--- config.mk ---
export PLATFORM = sky130hd
export DESIGN_NAME = seg_bus_decoder
export DESIGN_NICKNAME = d
export VERILOG_FILES = /design/src/rtl/sbd_pkg.sv /design/src/rtl/sbd_segment.sv /design/src/rtl/sbd_align.sv /design/src/rtl/sbd_window.sv /design/src/rtl/seg_bus_decoder.sv
export SDC_FILE = /design/constraint.sdc
export NUM_CORES = 1
export LEC_CHECK = 0
export BUFFER_PORTS_ARGS = -buffer_cell sky130_fd_sc_hd__buf_2
export CAP_MARGIN = 40
export CELL_PAD_IN_SITES_DETAIL_PLACEMENT = 2
export CELL_PAD_IN_SITES_GLOBAL_PLACEMENT = 2
export CORE_ASPECT_RATIO = 0.7
export CORE_MARGIN = 2
export CORE_UTILIZATION = 30
export CTS_BUF_LIST = sky130_fd_sc_hd__clkbuf_4
export DETAILED_ROUTE_END_ITERATION = 10
export HOLD_SLACK_MARGIN = 0.03
export PLACE_DENSITY_LB_ADDON = 0.2
export SYNTH_ARGS = -nofsm -noshare
export SYNTH_HDL_FRONTEND = slang
export SYNTH_HIERARCHICAL = 1
export SYNTH_SLANG_ARGS = --single-unit
--- constraint.sdc ---
create_clock -name clk -period 3.55 [get_ports clk]
set_clock_uncertainty 0.2 [all_clocks]
set_input_delay 0.355 -clock clk [delete_from_list [all_inputs] [get_ports clk]]
set_output_delay 0.355 -clock clk [all_outputs]
set_load 0.05 [all_outputs]
--- src/rtl/sbd_pkg.sv ---
package sbd_pkg;

   localparam int NREG = 8;

   localparam int RG_RAM   = 0;
   localparam int RG_EXP1  = 1;
   localparam int RG_SCR   = 2;
   localparam int RG_IO    = 3;
   localparam int RG_EXP2  = 4;
   localparam int RG_EXP3  = 5;
   localparam int RG_BOOT  = 6;
   localparam int RG_CCTL  = 7;

   typedef enum logic [1:0] {
      ERR_NONE = 2'b00,
      ERR_ADDR = 2'b01,
      ERR_BUS  = 2'b10
   } err_e;

   localparam logic [1:0] SZ_BYTE = 2'b00;
   localparam logic [1:0] SZ_HALF = 2'b01;
   localparam logic [1:0] SZ_WORD = 2'b10;

   // how a region is reached: any low segment, cached segments only, high kernel segment
   localparam int KIND_PHYS   = 0;
   localparam int KIND_CACHED = 1;
   localparam int KIND_HIGH   = 2;

   localparam logic [31:0] RG_BASE [NREG] = '{
      32'h0000_0000, 32'h1F00_0000, 32'h1F80_0000, 32'h1F80_1000,
      32'h1F80_2000, 32'h1FA0_0000, 32'h1FC0_0000, 32'hFFFE_0000};
   localparam int RG_SIZE_LOG2 [NREG] = '{21, 23, 10, 13, 13, 21, 19, 9};
   localparam int RG_SPAN_LOG2 [NREG] = '{21, 23, 10, 13, 13, 21, 19, 9};
   localparam int RG_KIND [NREG] = '{
      KIND_PHYS, KIND_PHYS, KIND_CACHED, KIND_PHYS,
      KIND_PHYS, KIND_PHYS, KIND_PHYS, KIND_HIGH};

endpackage

--- src/rtl/sbd_segment.sv ---
module sbd_segment (
   input  logic [31:0] addr,
   input  logic        user,
   output logic [28:0] phys,
   output logic        low_path,
   output logic        high_path,
   output logic        cached,
   output logic        fault
);
   always_comb begin
      phys      = addr[28:0];
      low_path  = 1'b0;
      high_path = 1'b0;
      cached    = 1'b0;
      fault     = 1'b0;
      unique case (addr[31:29])
         3'b000: begin
            low_path = 1'b1;
            cached   = 1'b1;
         end
         3'b001, 3'b010, 3'b011: fault = 1'b1;
         3'b100: begin
            fault    = user;
            low_path = !user;
            cached   = !user;
         end
         3'b101: begin
            fault    = user;
            low_path = !user;
         end
         default: begin
            fault     = user;
            high_path = !user;
         end
      endcase
   end
endmodule

--- src/rtl/sbd_align.sv ---
module sbd_align #(
   parameter int SZ_W = 2
) (
   input  logic [SZ_W-1:0] size,
   input  logic [1:0]      lsb,
   output logic            bad
);
   import sbd_pkg::*;

   if (SZ_W != 2) begin : g_bad_width
      $error("sbd_align: size code must be 2 bits");
   end

   always_comb begin
      unique case (size)
         SZ_BYTE: bad = 1'b0;
         SZ_HALF: bad = lsb[0];
         SZ_WORD: bad = |lsb;
         default: bad = 1'b1;
      endcase
   end
endmodule

--- src/rtl/sbd_window.sv ---
module sbd_window #(
   parameter int          AW        = 32,
   parameter logic [31:0] BASE      = 32'h0,
   parameter int          SPAN_LOG2 = 12,
   parameter int          SIZE_LOG2 = 12,
   parameter int          OFS_W     = 23
) (
   input  logic [AW-1:0]    addr,
   input  logic             en,
   output logic             hit,
   output logic [OFS_W-1:0] ofs
);
   if (SIZE_LOG2 > SPAN_LOG2 || SIZE_LOG2 > OFS_W || SPAN_LOG2 >= AW || SIZE_LOG2 < 1) begin : g_bad_cfg
      $error("sbd_window: inconsistent window geometry");
   end

   logic [AW-1:0] delta;
   logic          above;

   assign delta = addr - BASE[AW-1:0];

   if (BASE == 32'h0) begin : g_zero_base
      assign above = 1'b1;
   end else begin : g_offset_base
      assign above = (addr >= BASE[AW-1:0]);
   end

   assign hit = en && above && ((delta >> SPAN_LOG2) == '0);
   assign ofs = OFS_W'(delta[SIZE_LOG2-1:0]);
endmodule

--- src/rtl/seg_bus_decoder.sv ---
module seg_bus_decoder
   import sbd_pkg::*;
#(
   parameter int OFS_W         = 23,
   parameter int RAM_SPAN_LOG2 = 23
) (
   input  logic             clk,
   input  logic             rst,
   input  logic             req_valid,
   input  logic [31:0]      req_addr,
   input  logic [1:0]       req_size,
   input  logic             req_user,
   output logic             rsp_valid,
   output logic [NREG-1:0]  rsp_sel,
   output logic [OFS_W-1:0] rsp_offset,
   output logic             rsp_cacheable,
   output logic [1:0]       rsp_err
);
   localparam int PHYS_W = 29;

   if (RAM_SPAN_LOG2 < RG_SIZE_LOG2[RG_RAM] || RAM_SPAN_LOG2 >= PHYS_W) begin : g_bad_ram
      $error("seg_bus_decoder: RAM mirror span out of range");
   end

   logic [PHYS_W-1:0] phys;
   logic low_path, high_path, seg_cached, seg_fault, misalign;

   sbd_segment u_seg (
      .addr(req_addr), .user(req_user), .phys(phys),
      .low_path(low_path), .high_path(high_path),
      .cached(seg_cached), .fault(seg_fault));

   sbd_align #(.SZ_W(2)) u_align (
      .size(req_size), .lsb(req_addr[1:0]), .bad(misalign));

   logic [NREG-1:0]  hit;
   logic [OFS_W-1:0] win_ofs [NREG];

   for (genvar g = 0; g < NREG; g++) begin : g_win
      localparam int SPAN = (g == RG_RAM) ? RAM_SPAN_LOG2 : RG_SPAN_LOG2[g];
      if (RG_SIZE_LOG2[g] > OFS_W) begin : g_bad_ofs
         $error("seg_bus_decoder: offset too narrow for region");
      end
      logic [31:0] w_addr;
      logic        w_en;
      if (RG_KIND[g] == KIND_HIGH) begin : g_high
         assign w_addr = req_addr;
         assign w_en   = high_path;
      end else if (RG_KIND[g] == KIND_CACHED) begin : g_cached
         assign w_addr = {{(32-PHYS_W){1'b0}}, phys};
         assign w_en   = low_path && seg_cached;
      end else begin : g_phys
         assign w_addr = {{(32-PHYS_W){1'b0}}, phys};
         assign w_en   = low_path;
      end
      sbd_window #(
         .AW(32), .BASE(RG_BASE[g]), .SPAN_LOG2(SPAN),
         .SIZE_LOG2(RG_SIZE_LOG2[g]), .OFS_W(OFS_W)
      ) u_win (
         .addr(w_addr), .en(w_en), .hit(hit[g]), .ofs(win_ofs[g]));
   end

   // higher index wins where windows overlap
   logic             pick_any;
   logic [NREG-1:0]  pick_sel;
   logic [OFS_W-1:0] pick_ofs;

   always_comb begin
      pick_any = 1'b0;
      pick_sel = '0;
      pick_ofs = '0;
      for (int i = 0; i < NREG; i++) begin
         if (hit[i]) begin
            pick_any    = 1'b1;
            pick_sel    = '0;
            pick_sel[i] = 1'b1;
            pick_ofs    = win_ofs[i];
         end
      end
   end

   err_e err_n;
   logic addr_err;
   assign addr_err = misalign || seg_fault;

   always_comb begin
      if (addr_err)      err_n = ERR_ADDR;
      else if (!pick_any) err_n = ERR_BUS;
      else               err_n = ERR_NONE;
   end

   always_ff @(posedge clk) begin
      if (rst) begin
         rsp_valid     <= 1'b0;
         rsp_sel       <= '0;
         rsp_offset    <= '0;
         rsp_cacheable <= 1'b0;
         rsp_err       <= ERR_NONE;
      end else begin
         rsp_valid <= req_valid;
         if (req_valid && err_n == ERR_NONE) begin
            rsp_sel       <= pick_sel;
            rsp_offset    <= pick_ofs;
            rsp_cacheable <= seg_cached;
         end else begin
            rsp_sel       <= '0;
            rsp_offset    <= '0;
            rsp_cacheable <= 1'b0;
         end
         rsp_err <= req_valid ? err_n : ERR_NONE;
      end
   end

   assert_latency_R1: assert property (@(posedge clk) disable iff (rst)
      req_valid |=> rsp_valid);
   assert_idle_R1: assert property (@(posedge clk) disable iff (rst)
      !req_valid |=> !rsp_valid);
   assert_uncached_seg_R3: assert property (@(posedge clk) disable iff (rst)
      req_valid && req_addr[31:29] == 3'b101 |=> !rsp_cacheable);
   assert_word_align_R9: assert property (@(posedge clk) disable iff (rst)
      req_valid && req_size == SZ_WORD && req_addr[1:0] != 2'b00 |=> rsp_err == ERR_ADDR);
   assert_user_kernel_R10: assert property (@(posedge clk) disable iff (rst)
      req_valid && req_user && req_addr[31] |=> rsp_err == ERR_ADDR);
   assert_err_quiet_R11: assert property (@(posedge clk) disable iff (rst)
      rsp_valid && rsp_err != ERR_NONE |-> rsp_sel == '0 && !rsp_cacheable && rsp_offset == '0);
   assert_err_code_R11: assert property (@(posedge clk) disable iff (rst)
      rsp_err != 2'b11);
   assert_onehot_R12: assert property (@(posedge clk) disable iff (rst)
      rsp_valid && rsp_err == ERR_NONE |-> $countones(rsp_sel) == 1);
endmodule

Word-level counts from Yosys, hierarchy flattened:

Cells that the tools add are included.

* flip-flop bits (word level): 35
* bits in latches: 0
* memory bits (writable): 0
* memory bits (read-only): 0
* input bits: 38
* output and inout port bits: 35
* memories: 0

* add/sub/neg operators: 7
* multipliers: 0
* divide/modulo/power cells: 0
* $lt $le $gt $ge: 7
* eq/ne operators: 7
* shifts and indexed selects: 0
* mux-type cells: 31
* bitwise logic cells: 2
* reduce and logical (&&, ||, !) cells: 43

Operator list (number)
* $logic_not 32->1: 8
* $sub 29x29->30 const B: 6
* $ge 29x29->1 const B: 6
* $mux 21: 5
* $mux 8: 7
* $ge 32x32->1 const B: 1
* $sub 32x32->32 const B: 1
* $mux 23: 1
* $mux 19: 1
* $logic_and 1x1->1: 17
* $reduce_or 6->1: 2
* $mux 1: 10
* $mux 9: 1
* $reduce_or 9->1: 1
* $reduce_or 2->1: 4
* $reduce_or 8->1: 1
* $reduce_or 7->1: 1
* $eq 3x2->1 const B: 2
* $eq 3x3->1 const B: 2
* $pmux 1 s2: 3
* $reduce_or 3->1: 2
* $reduce_or 5->1: 1
* $logic_not 2->1: 2
* $mux 2: 2
* other kinds (9): 10

Logic depth before layout (Yosys ltp):

* word-level depth: 18
* gate-level depth with buffers: 13
* gate-level depth less buffers: 11

Cells and area by module:

The synthesis kept the hierarchy.

By module, submodules not included
* seg_bus_decoder: times used 1, cells an instance 245, area each 2169.6 um^2, sequential area each 700.7 um^2
* sbd_window (g_win[3].u_win): times used 1, cells an instance 70, area each 545.5 um^2, sequential area each 0.0 um^2
* sbd_window (g_win[2].u_win): times used 1, cells an instance 46, area each 336.6 um^2, sequential area each 0.0 um^2
* sbd_window (g_win[4].u_win): times used 1, cells an instance 40, area each 310.3 um^2, sequential area each 0.0 um^2
* sbd_window (g_win[6].u_win): times used 1, cells an instance 39, area each 284.0 um^2, sequential area each 0.0 um^2
* sbd_segment: times used 1, cells an instance 38, area each 261.5 um^2, sequential area each 0.0 um^2
* sbd_window (g_win[1].u_win): times used 1, cells an instance 33, area each 255.2 um^2, sequential area each 0.0 um^2
* sbd_window (g_win[7].u_win): times used 1, cells an instance 33, area each 246.5 um^2, sequential area each 0.0 um^2
* sbd_window (g_win[5].u_win): times used 1, cells an instance 28, area each 211.5 um^2, sequential area each 0.0 um^2
* sbd_window (g_win[0].u_win): times used 1, cells an instance 27, area each 206.4 um^2, sequential area each 0.0 um^2
* sbd_align: times used 1, cells an instance 3, area each 13.8 um^2, sequential area each 0.0 um^2

Worst setup path before layout:

Ideal clock, no wire load.

* path kind: input-to-reg
* start point: input req_addr[13]
* end point: register rsp_offset[17]
* library setup time: 0.061 ns
* arrival time: 3.172 ns
* required time: 3.289 ns
* path slack: 0.117 ns
* cell stages on the path: 13
* path through: buf_4 > inv_1 > ha_1 > inv_1 > a2111oi_0 > or4b_4 > a2111oi_4 > o2111a_1 > or2_0 > clkbuf_1 > a221oi_1 > o31ai_1 > a32o_1

RTL lines
* start: declaration: line seg_bus_decoder.sv:10 `input logic [31:0] req_addr,`
* $sub 29x29->30 / $ge 29x29->1 (equally long branches): line sbd_window.sv:20, sbd_window.sv:25
* $logic_not 32->1 / $logic_and 1x1->1 (equally long branches): line sbd_window.sv:28 `assign hit = en && above && ((delta >> SPAN_LOG2) == '0);`
* $logic_and 1x1->1 (*): line sbd_window.sv:28
* net hit[3]: line seg_bus_decoder.sv:36 `logic [NREG-1:0] hit;`
* $mux 1 (5 in a row): line seg_bus_decoder.sv:73 `if (hit[i]) begin`
* $mux 2: line seg_bus_decoder.sv:88 `else if (!pick_any) err_n = ERR_BUS;`
* $mux 2: line seg_bus_decoder.sv:87 `if (addr_err) err_n = ERR_ADDR;`
* $logic_not 2->1: line seg_bus_decoder.sv:101 `if (req_valid && err_n == ERR_NONE) begin`
* $logic_and 1x1->1: line seg_bus_decoder.sv:101
* $not 1->1 (no line)
* $reduce_or 3->1 (no line)
* end signal: assignment: line seg_bus_decoder.sv:103 `rsp_offset <= pick_ofs;`
* end: declaration: line seg_bus_decoder.sv:15 `output logic [OFS_W-1:0] rsp_offset,`

Mark *: on every way through the listed nets, which the timed path passes. The rest lies on a longest branch.
A chain may end at the register's enable or synchronous reset.

Worst setup path after layout:

* start point: input req_addr[31]
* end point: register rsp_offset[11]

RTL lines
* $eq 3x3->1: line sbd_segment.sv:16 `unique case (addr[31:29])`
* $reduce_or 2->1 (no line)
* $pmux 1 s2 (*): line sbd_segment.sv:16
* net g_win[0].w_en: line seg_bus_decoder.sv:45 `logic w_en;`
* $logic_and 1x1->1 (*) (2 in a row): line sbd_window.sv:28
* net hit[3]: line seg_bus_decoder.sv:36
* $mux 1 (5 in a row): line seg_bus_decoder.sv:73
* $mux 2: line seg_bus_decoder.sv:88
* $mux 2: line seg_bus_decoder.sv:87
* $logic_not 2->1: line seg_bus_decoder.sv:101
* $logic_and 1x1->1: line seg_bus_decoder.sv:101
* $not 1->1 (no line)
* $reduce_or 3->1 (no line)

Marked as above.

==> impl_metrics.yaml <==
status:
  outcome: "finished clean"
final_layout:
  drive_gt1_frac: 0.266
  design_area_um2: 4520
  area_growth_pct: -6.62
  fin_nets: 609
  final_cell_mix: "90 x conb_1, 72 x buf_2, 42 x a221oi_1"
  final_common_cell: "conb_1"
  post-route-util: 0.289
route:
  drt_iter0_drc: 129
  post-route-drc-count: 0
  drtPass1Iterations: 4
  routed.top_layer: "met4"
  wl_met3_um: 591
  m1WireLength_um: 7410
  final_antenna_net_count: 0
  routedWlPerCell_um: 18.6
  wl_met2_um: 6140
  vias: 3873
  wl_um: 14300
  via_per_inst: 5.04
yosys:
  synth.ff_latch_count: 35
  yosys_warnings: 6
  synthFlopType: "dfxtp_1"
  synth_edf_count: 0
  syn_area_um2: 4840
  synth-seq-area-share: 0.145
  post_synth_main_area_contributors: "buf_4 33%, dfxtp_1 14%, a221oi_1 7.6%"
  async_flop_share: 0
  ys_types: 71
  synthCells: 602
  synth.avg_cell_area_um2: 8.04
  synth_top_cell_area_share: 0.329
  yosysTopAreaCell: "buf_4"
power:
  ir_drop_v: 0.0000775
  totalPowerFinal_uw: 835
  power.density_nw_per_um2: 185
  p_leak_uw: 0.00186
worst_setup_path:
  worstSetupPathDepth: 13
  crit_path_end_kind: "flip-flop"
  critPathMaxStageDelay_ps: 380
  crit_buf_inv: 2
  crit_fanout: 16
  crit_end: "rsp_offset[11]$_SDFF_PP0_"
  cp-startpoint: "req_addr[31]"
  crit_slowest_cell: "o31ai_1"
  worstSetupPathType: "primary input to flip-flop"
  path_cells: "buf_2 -> a21o_1 -> a21oi_2 -> nor4b_1 -> o221ai_1 -> a211o_1 -> a2111oi_4 -> o2111a_1 -> or2_0 -> buf_4 -> a221oi_1 -> o31ai_1 -> a32o_1"
  critPathLaunchType: "primary input"
  cp_top_family: "compound AO/OA/AOI/OAI gates"
  crit_required_ps: 3660
  worstPathArrival_ps: 3370
floorplan:
  io_pins: 73
  num_rows: 38
  die_area_um2: 17200
  die_x_um: 156
  core_area_um2: 15600
  die_h_um: 110
  start_util: 0.309
global_routing:
  gr-total-overflow: 0
  first_global_vias: 4102
  track_usage: 0.169
  grt_pass1_wl_um: 22500
  antenna_found_initial: 1
  grt_max_degree: 48
clocking:
  cts_root_buf: "clkbuf_4"
  numCtsBuffers: 5
  cts_tree: "done"
  clk_pin_slew_ps: 130
  clockBufferDepth: 2
  cts_max_level: 2
  cts_resized: 0
  cts_setup_buffers: 0
  hold_buffers: 0
  clock-sinks: 35
placed_design:
  gp_congestion: 0.776
  place_area_um2: 4460
  portBuffers: 72
  pre_cts_ws_ps: -83.1
  hpwl_um: 10800
sta:
  max_freq_mhz: 307
  period_minus_slack_ps: 3260
  report.final.setup_viol: 0
  slew_headroom: 0.466
  whs_ps: 83.2
  finalMaxSlewViolations: 0
  rsz0062_at_grt: "no"
  final.setup.worst_slack_ps: 293
  hold_viol: 0
  tightest_slew_ps: 792
  fin_crit_sh: 0.918
worst_hold_path:
  hold_path.class: "primary input to flip-flop"
flow_run:
  cap_viol_max_count: 0
[cell families (layout without fill, tap and decap cells)]
logic type               after synthesis  count (layout)  synth area share
AND/OR/NAND/NOR                      149             149             0.207
multiplexers                           4               4           0.00853
buffers and inverters                252             136             0.365
flip-flops                            35              35             0.145
adder cells (fa/ha/maj)                4               4            0.0103
AO/OA/AOI/OAI                        148             148             0.255
other                                  8              91           0.00620
XOR/XNOR                               2               2           0.00362
[metal layers]
metal,GRT usage,vias up
met3,0.0297,8
met1,0.239,1903
met4,0.0426,0
met5,0,-
li1,-,1878
met2,0.266,84
[sequential cells by signal (all words and copies together) (netlist names)]
signal         flops
rsp_sel            8
rsp_valid          1
rsp_cacheable      1
rsp_err            2
rsp_offset        23
[power breakdown]
group	leakage [uW]	switching [uW]	internal (uW)
Sequential	0.000282	0.448	394
Combinational	0.00154	128	64.4
Clock	0.0000317	164	84.2
[worst min-delay path by stage]
stage,startpoint,endpoint,slack [ps],depth (start not counted)
2_1_floorplan,req_addr[29],rsp_cacheable$_SDFF_PP0_,330,2
3_3_place_gp,req_addr[3],rsp_offset[3]$_SDFF_PP0_,470,2
3_5_place_dp,req_addr[8],rsp_offset[8]$_SDFF_PP0_,480,2
4_1_cts,req_addr[8],rsp_offset[8]$_SDFF_PP0_,70,2
5_1_grt,req_addr[8],rsp_offset[8]$_SDFF_PP0_,70,2
6_report,req_addr[5],rsp_offset[5]$_SDFF_PP0_,80,2
[layout make-up]
cell class / instances / area (um2)
clock inverter: 2 / 12.5
clock buffer: 6 / 45.0
tap: 200 / 250
timing repair buffer: 118 / 781
sequential: 35 / 701
fill: 1843 / 11100
inverter: 10 / 37.5
multi-input combinational: 397 / 2690
antenna: 1 / 2.50
[cells in the mapped netlist, types with 7 or more instances]
master,number
nand2_1,13
buf_4,212
o31ai_1,23
inv_1,10
conb_1,8
nor2_1,17
nand2b_1,23
a221oi_1,42
a32o_1,20
nor2b_1,11
nand4_1,9
o22ai_1,22
nor3_1,10
and3_1,11
a21oi_1,7
dfxtp_1,35
clkbuf_1,24
[per-stage QoR]
step,instances,setup TNS [ps]
3_5_place_dp,760,-238
5_1_grt,769,0
2_1_floorplan,684,0
4_1_cts,768,0
3_3_place_gp,760,-53.1
6_report,769,0
Power figures use the tool's default switching activity.
